File: src/rtl/rtz_arb_pkg.sv
// Shared types for the two-client return-to-zero arbiter.
// Assumes: exactly two clients and one resource.
package rtz_arb_pkg;

    // Handshake sequencing states toward the resource.
    typedef enum logic [1:0] {
        ST_IDLE  = 2'd0,   // no handshake open, resource grant low
        ST_ASK   = 2'd1,   // resource request high, waiting for its grant
        ST_HOLD  = 2'd2,   // winner granted, waiting for its request to fall
        ST_DRAIN = 2'd3    // resource request low, waiting for its grant to fall
    } arb_state_t;

    // Identity of a client chosen by the mutual-exclusion stage.
    typedef enum logic {
        PICK_C1 = 1'b0,
        PICK_C2 = 1'b1
    } pick_t;

endpackage

File: src/rtl/rtz_sync.sv
// Multi-stage synchronizer, one chain per bit.
// Assumes: inputs are asynchronous, level signals that hold for longer
// than STAGES clock periods. Resets to all zero.
module rtz_sync #(
    parameter int WIDTH  = 3,
    parameter int STAGES = 2
) (
    input  logic             clk,
    input  logic             rst_n,
    input  logic [WIDTH-1:0] d,
    output logic [WIDTH-1:0] q
);
    logic [WIDTH-1:0] chain [STAGES];

    for (genvar s = 0; s < STAGES; s++) begin : g_stage
        if (s == 0) begin : g_first
            // first flop: capture the raw inputs
            always_ff @(posedge clk) begin
                if (!rst_n) chain[s] <= '0;
                else        chain[s] <= d;
            end
        end else begin : g_next
            // later flops: pass on the previous stage
            always_ff @(posedge clk) begin
                if (!rst_n) chain[s] <= '0;
                else        chain[s] <= chain[s-1];
            end
        end
    end

    assign q = chain[STAGES-1];

endmodule

File: src/rtl/rtz_mutex.sv
// Mutual-exclusion decision between two synchronized client requests.
// Picks whichever client is requesting. On a tie it uses a rotating
// pointer that starts at client 1 and flips each time a tie is committed.
// Assumes: 'take' is high only in the cycle the sequencer accepts the pick.
module rtz_mutex
    import rtz_arb_pkg::*;
(
    input  logic       clk,
    input  logic       rst_n,
    input  logic [1:0] req_s,      // bit 0 = client 1, bit 1 = client 2
    input  logic       take,
    output logic       pick_valid,
    output pick_t      pick
);
    pick_t tie_next;
    logic  both;

    assign both = req_s[0] & req_s[1];

    // combinational choice: a lone requester wins, a tie follows the pointer
    always_comb begin
        pick_valid = req_s[0] | req_s[1];
        if (both)          pick = tie_next;
        else if (req_s[1]) pick = PICK_C2;
        else               pick = PICK_C1;
    end

    // tie pointer: flips only when a tied decision is committed
    always_ff @(posedge clk) begin
        if (!rst_n)            tie_next <= PICK_C1;
        else if (take && both) tie_next <= (tie_next == PICK_C1) ? PICK_C2 : PICK_C1;
    end

endmodule

File: src/rtl/rtz_seq.sv
// Four-phase sequencer toward the resource, with grant steering.
// Opens a resource handshake for the picked client, returns the resource
// grant to that client only, and holds the grant until the resource's
// grant has returned to zero.
// Assumes: the inputs are already synchronized, and all parties follow
// the four-phase order.
module rtz_seq
    import rtz_arb_pkg::*;
(
    input  logic       clk,
    input  logic       rst_n,
    input  logic [1:0] req_s,      // bit 0 = client 1, bit 1 = client 2
    input  logic       rgnt_s,
    input  logic       pick_valid,
    input  pick_t      pick,
    output logic       take,
    output logic       res_req,
    output logic [1:0] cgnt        // bit 0 = client 1, bit 1 = client 2
);
    arb_state_t state;
    pick_t      owner;
    logic       owner_req;

    // accept a decision only when idle and the old resource grant is gone
    assign take = (state == ST_IDLE) && pick_valid && !rgnt_s;

    // request level of the current owner
    assign owner_req = (owner == PICK_C2) ? req_s[1] : req_s[0];

    // handshake sequencing and registered grant steering
    always_ff @(posedge clk) begin
        if (!rst_n) begin
            state   <= ST_IDLE;
            owner   <= PICK_C1;
            res_req <= 1'b0;
            cgnt    <= 2'b00;
        end else begin
            case (state)
                ST_IDLE: if (take) begin
                    owner   <= pick;
                    res_req <= 1'b1;
                    state   <= ST_ASK;
                end
                ST_ASK: if (rgnt_s) begin
                    cgnt  <= (owner == PICK_C2) ? 2'b10 : 2'b01;
                    state <= ST_HOLD;
                end
                ST_HOLD: if (!owner_req) begin
                    res_req <= 1'b0;
                    state   <= ST_DRAIN;
                end
                ST_DRAIN: if (!rgnt_s) begin
                    cgnt  <= 2'b00;
                    state <= ST_IDLE;
                end
                default: state <= ST_IDLE;
            endcase
        end
    end

endmodule

File: src/rtl/rtz_pair_arbiter.sv
// Two-client resource arbiter with four-phase handshakes on every port.
// Synchronizes the three asynchronous inputs, decides between clients
// with a mutual-exclusion stage, and sequences one resource handshake at
// a time. The resource side has the same shape as a client pair, so
// instances can be stacked into a tree.
// Assumes: SYNC_STAGES >= 2.
module rtz_pair_arbiter #(
    parameter int SYNC_STAGES = 2
) (
    input  logic clk,
    input  logic rst_n,
    input  logic c1_req,
    output logic c1_gnt,
    input  logic c2_req,
    output logic c2_gnt,
    output logic res_req,
    input  logic res_gnt
);
    import rtz_arb_pkg::*;

    localparam int N_CLIENTS = 2;
    localparam int SYNC_W    = N_CLIENTS + 1;

    logic [SYNC_W-1:0]    raw_in;
    logic [SYNC_W-1:0]    sync_out;
    logic [N_CLIENTS-1:0] req_s;
    logic [N_CLIENTS-1:0] cgnt;
    logic                 rgnt_s;
    logic                 take;
    logic                 pick_valid;
    pick_t                pick;

    assign raw_in = {res_gnt, c2_req, c1_req};
    assign req_s  = sync_out[N_CLIENTS-1:0];
    assign rgnt_s = sync_out[N_CLIENTS];

    rtz_sync #(
        .WIDTH  (SYNC_W),
        .STAGES (SYNC_STAGES)
    ) u_sync (
        .clk   (clk),
        .rst_n (rst_n),
        .d     (raw_in),
        .q     (sync_out)
    );

    rtz_mutex u_mutex (
        .clk        (clk),
        .rst_n      (rst_n),
        .req_s      (req_s),
        .take       (take),
        .pick_valid (pick_valid),
        .pick       (pick)
    );

    rtz_seq u_seq (
        .clk        (clk),
        .rst_n      (rst_n),
        .req_s      (req_s),
        .rgnt_s     (rgnt_s),
        .pick_valid (pick_valid),
        .pick       (pick),
        .take       (take),
        .res_req    (res_req),
        .cgnt       (cgnt)
    );

    assign c1_gnt = cgnt[0];
    assign c2_gnt = cgnt[1];

endmodule

File: config.mk
export PLATFORM = sky130hd
export DESIGN_NAME = rtz_pair_arbiter
export DESIGN_NICKNAME = d
export VERILOG_FILES = /design/src/rtl/rtz_arb_pkg.sv /design/src/rtl/rtz_sync.sv /design/src/rtl/rtz_mutex.sv /design/src/rtl/rtz_seq.sv /design/src/rtl/rtz_pair_arbiter.sv
export SDC_FILE = /design/constraint.sdc
export NUM_CORES = 1
export LEC_CHECK = 0
export BUFFER_PORTS_ARGS = -buffer_cell sky130_fd_sc_hd__buf_2
export CAP_MARGIN = 30
export CORE_MARGIN = 4
export CORE_UTILIZATION = 40
export CTS_BUF_LIST = sky130_fd_sc_hd__clkbuf_8
export DETAILED_ROUTE_END_ITERATION = 12
export PLACE_DENSITY = 0.58
export RECOVER_POWER = 50
export SLEW_MARGIN = 20
export SYNTH_ARGS = -nofsm -noshare
export SYNTH_HDL_FRONTEND = slang
export SYNTH_SLANG_ARGS = --single-unit
File: constraint.sdc
create_clock -name clk -period 1.4 [get_ports clk]
set_input_delay 0.28 -clock clk [delete_from_list [all_inputs] [get_ports clk]]
set_output_delay 0.28 -clock clk [all_outputs]
set_load 0.02 [all_outputs]
# == Word level (Yosys, flattened, before mapping) ==
# Memories as Yosys holds them, arrays and structs flattened.
# Index checks and enable logic that the tools add are counted.
# op_classes
n_mux,19
n_eq_ne,7
reduce_logical,11
bitwise,4
# op_table
op,count
two-way mux 2 bit,6
two-way mux 1 bit,8
"inequality test 2 bit, second input constant",4
one-hot mux 2 bit (4 select lines),1
two-way mux 3 bit,2
AND reduction 3 bit,2
"equality test 2 bit, second input constant",2
one-hot mux 2 bit (2 select lines),1
AND reduction 4 bit,1
nonzero test 2 bit,2
logical AND 1 bit,3
bitwise OR 1 bit,3
"equality test 2 x 1 -> 1 bit, second input constant",1
logical NOT 2 bit,1
one-hot mux 1 bit (2 select lines),1
AND reduction 2 bit,1
AND 1 bit,1
logical NOT 1 bit,1
# word_totals
mem_count,1
ram_bits,6
output_inout_bits,3
ff_bits,7
inputBits,5
elab_cells,47
# mem_list
name,depth,width,rd,rd_ports_with_merged_regs,wr,line,text
u_sync.chain,2,3,2,0,2,rtz_sync.sv:13,logic [WIDTH-1:0] chain [STAGES];

# == Logic depth before layout (Yosys ltp) ==
# logic_depth
word_depth,5
ltp_mapped,5
ltp_nobuf,5

# == Cells and area by module ==
# A second synthesis with hierarchy kept.
# unflattened
hier_cells,66
area_unflattened_um2,635.6
# by_module_without_submodules
module,instances,cells_per_inst,seq_area_each_um2,area_per_inst_um2
rtz_seq,1,46,120.1,415.4
rtz_sync,1,12,120.1,157.7
rtz_mutex,1,8,20.0,62.6

# == Worst setup path after synthesis ==
# No wires, ideal clock.
# synth_timing
path_kind,reg2reg
from,reg u_seq.state[1]
to,reg u_seq.cgnt[1]
synth_period_minus_slack_ns,1.447
path_stages_with_launch,6
setup_time_ns,0.117
t_required_ns,1.283
n_path_buf,0
t_arrival_ns,1.331
setup_slack_ns,-0.047
cell_sequence,dfxtp_1 > inv_1 > ha_1 > or4bb_2 > o211ai_1 > nor2_1
# synth_between
elab_chain_len,3
elab_cells_between_ends,7
classes_between,4 x eq/ne; 1 x mux; 2 x reduce/logical
# synth_lines
element,line,text
from (decl),rtz_seq.sv:20,arb_state_t state;
from (signal assigned),rtz_seq.sv:33,state <= ST_IDLE;
from (signal assigned),rtz_seq.sv:42,state <= ST_ASK;
from (signal assigned),rtz_seq.sv:46,state <= ST_HOLD;
equality test 2 bit or equality test 2 x 1 -> 1 bit (tied branches),rtz_seq.sv:38,case (state)
inequality test 2 bit (no source line) or nonzero test 2 bit (tied branches),n/a,
AND reduction 3 bit (no source line),n/a,
to (signal assigned),rtz_seq.sv:45,cgnt <= (owner == PICK_C2) ? 2'b10 : 2'b01;
to (decl),rtz_seq.sv:18,output logic [1:0] cgnt
# Parallel ways exist; a longest one is shown, timed or not.
# A chain may end at the register's enable or synchronous reset.

# == Worst setup path after layout ==
# layout_timing
from,reg u_seq.state[0]
to,reg u_seq.res_req
# layout_between
elab_chain_len,5
elab_cells_between_ends,9
classes_between,3 x eq/ne; 1 x mux; 5 x reduce/logical
# layout_lines
element,line,text
logical NOT 2 bit,"rtz_seq.sv:25, rtz_seq.sv:38",
logical AND 1 bit (2 in a row),rtz_seq.sv:25,assign take = (state == ST_IDLE) && pick_valid && !rgnt_s;
inequality test 2 bit (no source line),n/a,
AND reduction 3 bit (no source line),n/a,
to (signal assigned),rtz_seq.sv:35,res_req <= 1'b0;
to (signal assigned),rtz_seq.sv:41,res_req <= 1'b1;
to (signal assigned),rtz_seq.sv:49,res_req <= 1'b0;
to (decl),rtz_seq.sv:17,"output logic res_req,"
# Parallel ways exist; a longest one is shown, timed or not.

==> out/summary.txt <==
share of layout cells above drive strength 1 = 40.74%
Pwr Total = 1.257 mW
post-synthesis compound-gate area fraction = 16.80%
Fin Hold WS = 237.8 ps
Synth top area share = 40.15%
PortBufs = 7
xor and xnor area share after synthesis = 1.351%
ys flop type = dfxtp_1
Hold Vio Cnt, Final = 0
Clock Skew = 3.746 ps
Max-Cap Viols = 0
antenna violation net count after detailed routing = 0
fin. max-slew vios = 0
Peak VDD IR = 0.8572 mV
Synth Area in Simple Gates = 20.85%
hold buffers post-CTS = 0
largest net degree at the start of global routing = 16
hold crit path type = primary input to flip-flop
max_slew headroom = 80.79%
CTS Buf Count = 3
Post-DP Area = 768.2 sq um
largest area contributor in the netlist = dfxtp_1
# rows = 14
design area = 859.6 sq um
die area = 2328 sq um
final wirelength = 1.225 mm
Final Setup Violations = 0
Clock Tree Buf Depth = 2
status = finished, final reports clean
DRC Markers = 0
Worst Setup Slack, final = 35.94 ps
Crit path arrival time = 1550 ps
Core Region = 1524 sq um
gr usage total = 13.33%
Netlist Area Pre-Place = 648.1 sq um
Via density = 5.258
Worst-Skew Late Latency = 240 ps
syn_area_per_cell = 10.45 sq um
WS Path Type = flip-flop to flip-flop
reg2reg end = u_seq.res_req
leading post-synthesis cells by cell area = dfxtp_1 (40%), ha_1 (9.7%), and2_1 (6.8%)
CTS tree = built
Die X = 48.25 um
H-tree depth = 1
adder-cell share of the synthesized area = 9.653%
Startpoint Class = flip-flop
Slew @ Worst Pin = 287.5 ps
P per Cell Area = 1463 nW/um^2
crit path capture type = flip-flop
largest family of logic cells by synthesized area = simple AND/OR/NAND/NOR gates
number of synthesized flops with an enable pin = 0
synth unique cells = 26
Layout Nets = 92
flop and latch count out of synthesis = 13
R2R Path Start = u_seq.state[0]
Final Critical Period = 1364 ps
CTS clk-pin slew, worst paths = 60 ps
Synth Net Count = 72
hpwl dp = 856.5 um
root buffer cell = clkbuf_8
Req. time, crit path = 1590 ps
synthesized instance count = 62
worst setup path endpoint = u_seq.res_req
initial antenna violation count = 0
Post-synth top cells = dfxtp_1 (13), and2_1 (7), ha_1 (5), inv_1 (4), nand2_1 (4)
GRT overflow = 0
routed length per placed instance = 12.63 um
CTS Sinks = 13
hold_sp = c1_req
drt pass-1 iters = 3
pre-CTS WS = -62.12 ps
Final period util = 97.43%
Reg2Reg Depth = 5
yosys warns = 0
non-filler instance count after layout = 97
mux cell area share after synthesis = 7.143%
first-pass GRT wire length = 2.007 mm
area grow syn2layout = 32.63%
RSZ-0062 raised after global routing = true
crit-path max FO = 5
initial drt markers = 5
Fmax = 733.1 MHz
Leakage = 0.3516 nW
fraction of registers with async set/reset = 0%
post-placement cell count = 91
RePlAce Congestion = 0.7338
Ant. Diodes = 0
Initial Util = 42.53%
Vias = 510
Die Span Y = 48.25 um
critical path launch point = u_seq.state[0]
IO Pins = 8
vias in the first global route = 489
sequential share of the synthesized area = 40.15%
R2R Setup Slk = 40 ps
most frequent cell after synthesis = dfxtp_1
==> worst max-delay path, cell delays in order (launching register included) <==
cell and delay, ps:
dfxtp_4 360, inv_1 110, ha_2 260, inv_1 90, a2111oi_4 270, o221a_1 220
==> metal layers <==
layer / vias to the layer above / wire length [um] / GRT usage [%]
met4: 0 / 26 / 8.065
met2: 10 / 608 / 21.61
met3: 4 / 59 / 6.642
met1: 241 / 530 / 13.66
li1: 255 / - / -
met5: - / 0 / 0
==> placed cells by master, fill, tap and decap left out, drive strengths merged, types with 3 or more instances in the layout <==
cell type / n
nand4b: 3
nand2: 4
dfxtp: 13
buf: 17
ha: 5
inv: 5
and2: 7
clkbuf: 3
nor2: 3
==> how the worst min path moves through the flow <==
stage | to | slack, ps | cells after the start
floorplan | u_sync.chain[0][0] | 410 | 1
global placement | u_sync.chain[1][1] | 410 | 1
detailed placement | u_sync.chain[1][1] | 420 | 1
CTS | u_sync.chain[0][0] | 230 | 2
global route | u_sync.chain[0][0] | 240 | 2
finish | u_sync.chain[0][0] | 240 | 2
==> logic make-up after synthesis <==
group                    count (synthesis)
AO/OA/AOI/OAI                           11
XOR/XNOR                                 1
adder cells (fa/ha/maj)                  5
buffers and inverters                    6
flip-flops                              13
multiplexers                             4
AND/OR/NAND/NOR                         22
==> sequential cells by signal, indices dropped and copies added (netlist names) <==
signal / cells
u_sync.chain: 6
u_seq.cgnt: 2
u_seq.res_req: 1
u_mutex.tie_next: 1
u_seq.state: 2
u_seq.owner: 1
==> layout make-up <==
cell class / count / area (sq um)
inverters: 4 / 17.52
clock inverters: 1 / 3.754
repair buffers: 17 / 110.1
flip-flops and latches: 13 / 267.8
clock buffers: 3 / 41.29
fillers: 138 / 664.4
multi-input cells: 43 / 399.1
well taps: 16 / 20.02
==> stage by stage <==
| step | setup TNS [ps] | util (%) |
|---|---|---|
| detailed placement | -143.5 | 50.41 |
| global placement | -56.25 | 50.41 |
| global route | -59.81 | 56.40 |
| finish | 0 | 56.40 |
| CTS | -10.72 | 54.43 |
| floorplan | 0 | - |
==> timing repair <==
| action | 4_1_cts | 5_1_grt |
|---|---|---|
| resized for setup | 4 | 5 |
| endpoints found under the hold margin | 0 | 0 |
| buffers inserted | 1 | 1 |
| endpoints found under the setup margin | 3 | 5 |
| pin swaps | 1 | 1 |
==> power breakdown <==
group / internal (mW) / switching (mW)
registers: 0.420 / 0.0414
clock network: 0.194 / 0.135
logic: 0.253 / 0.214
Power figures use the tool's default switching activity.
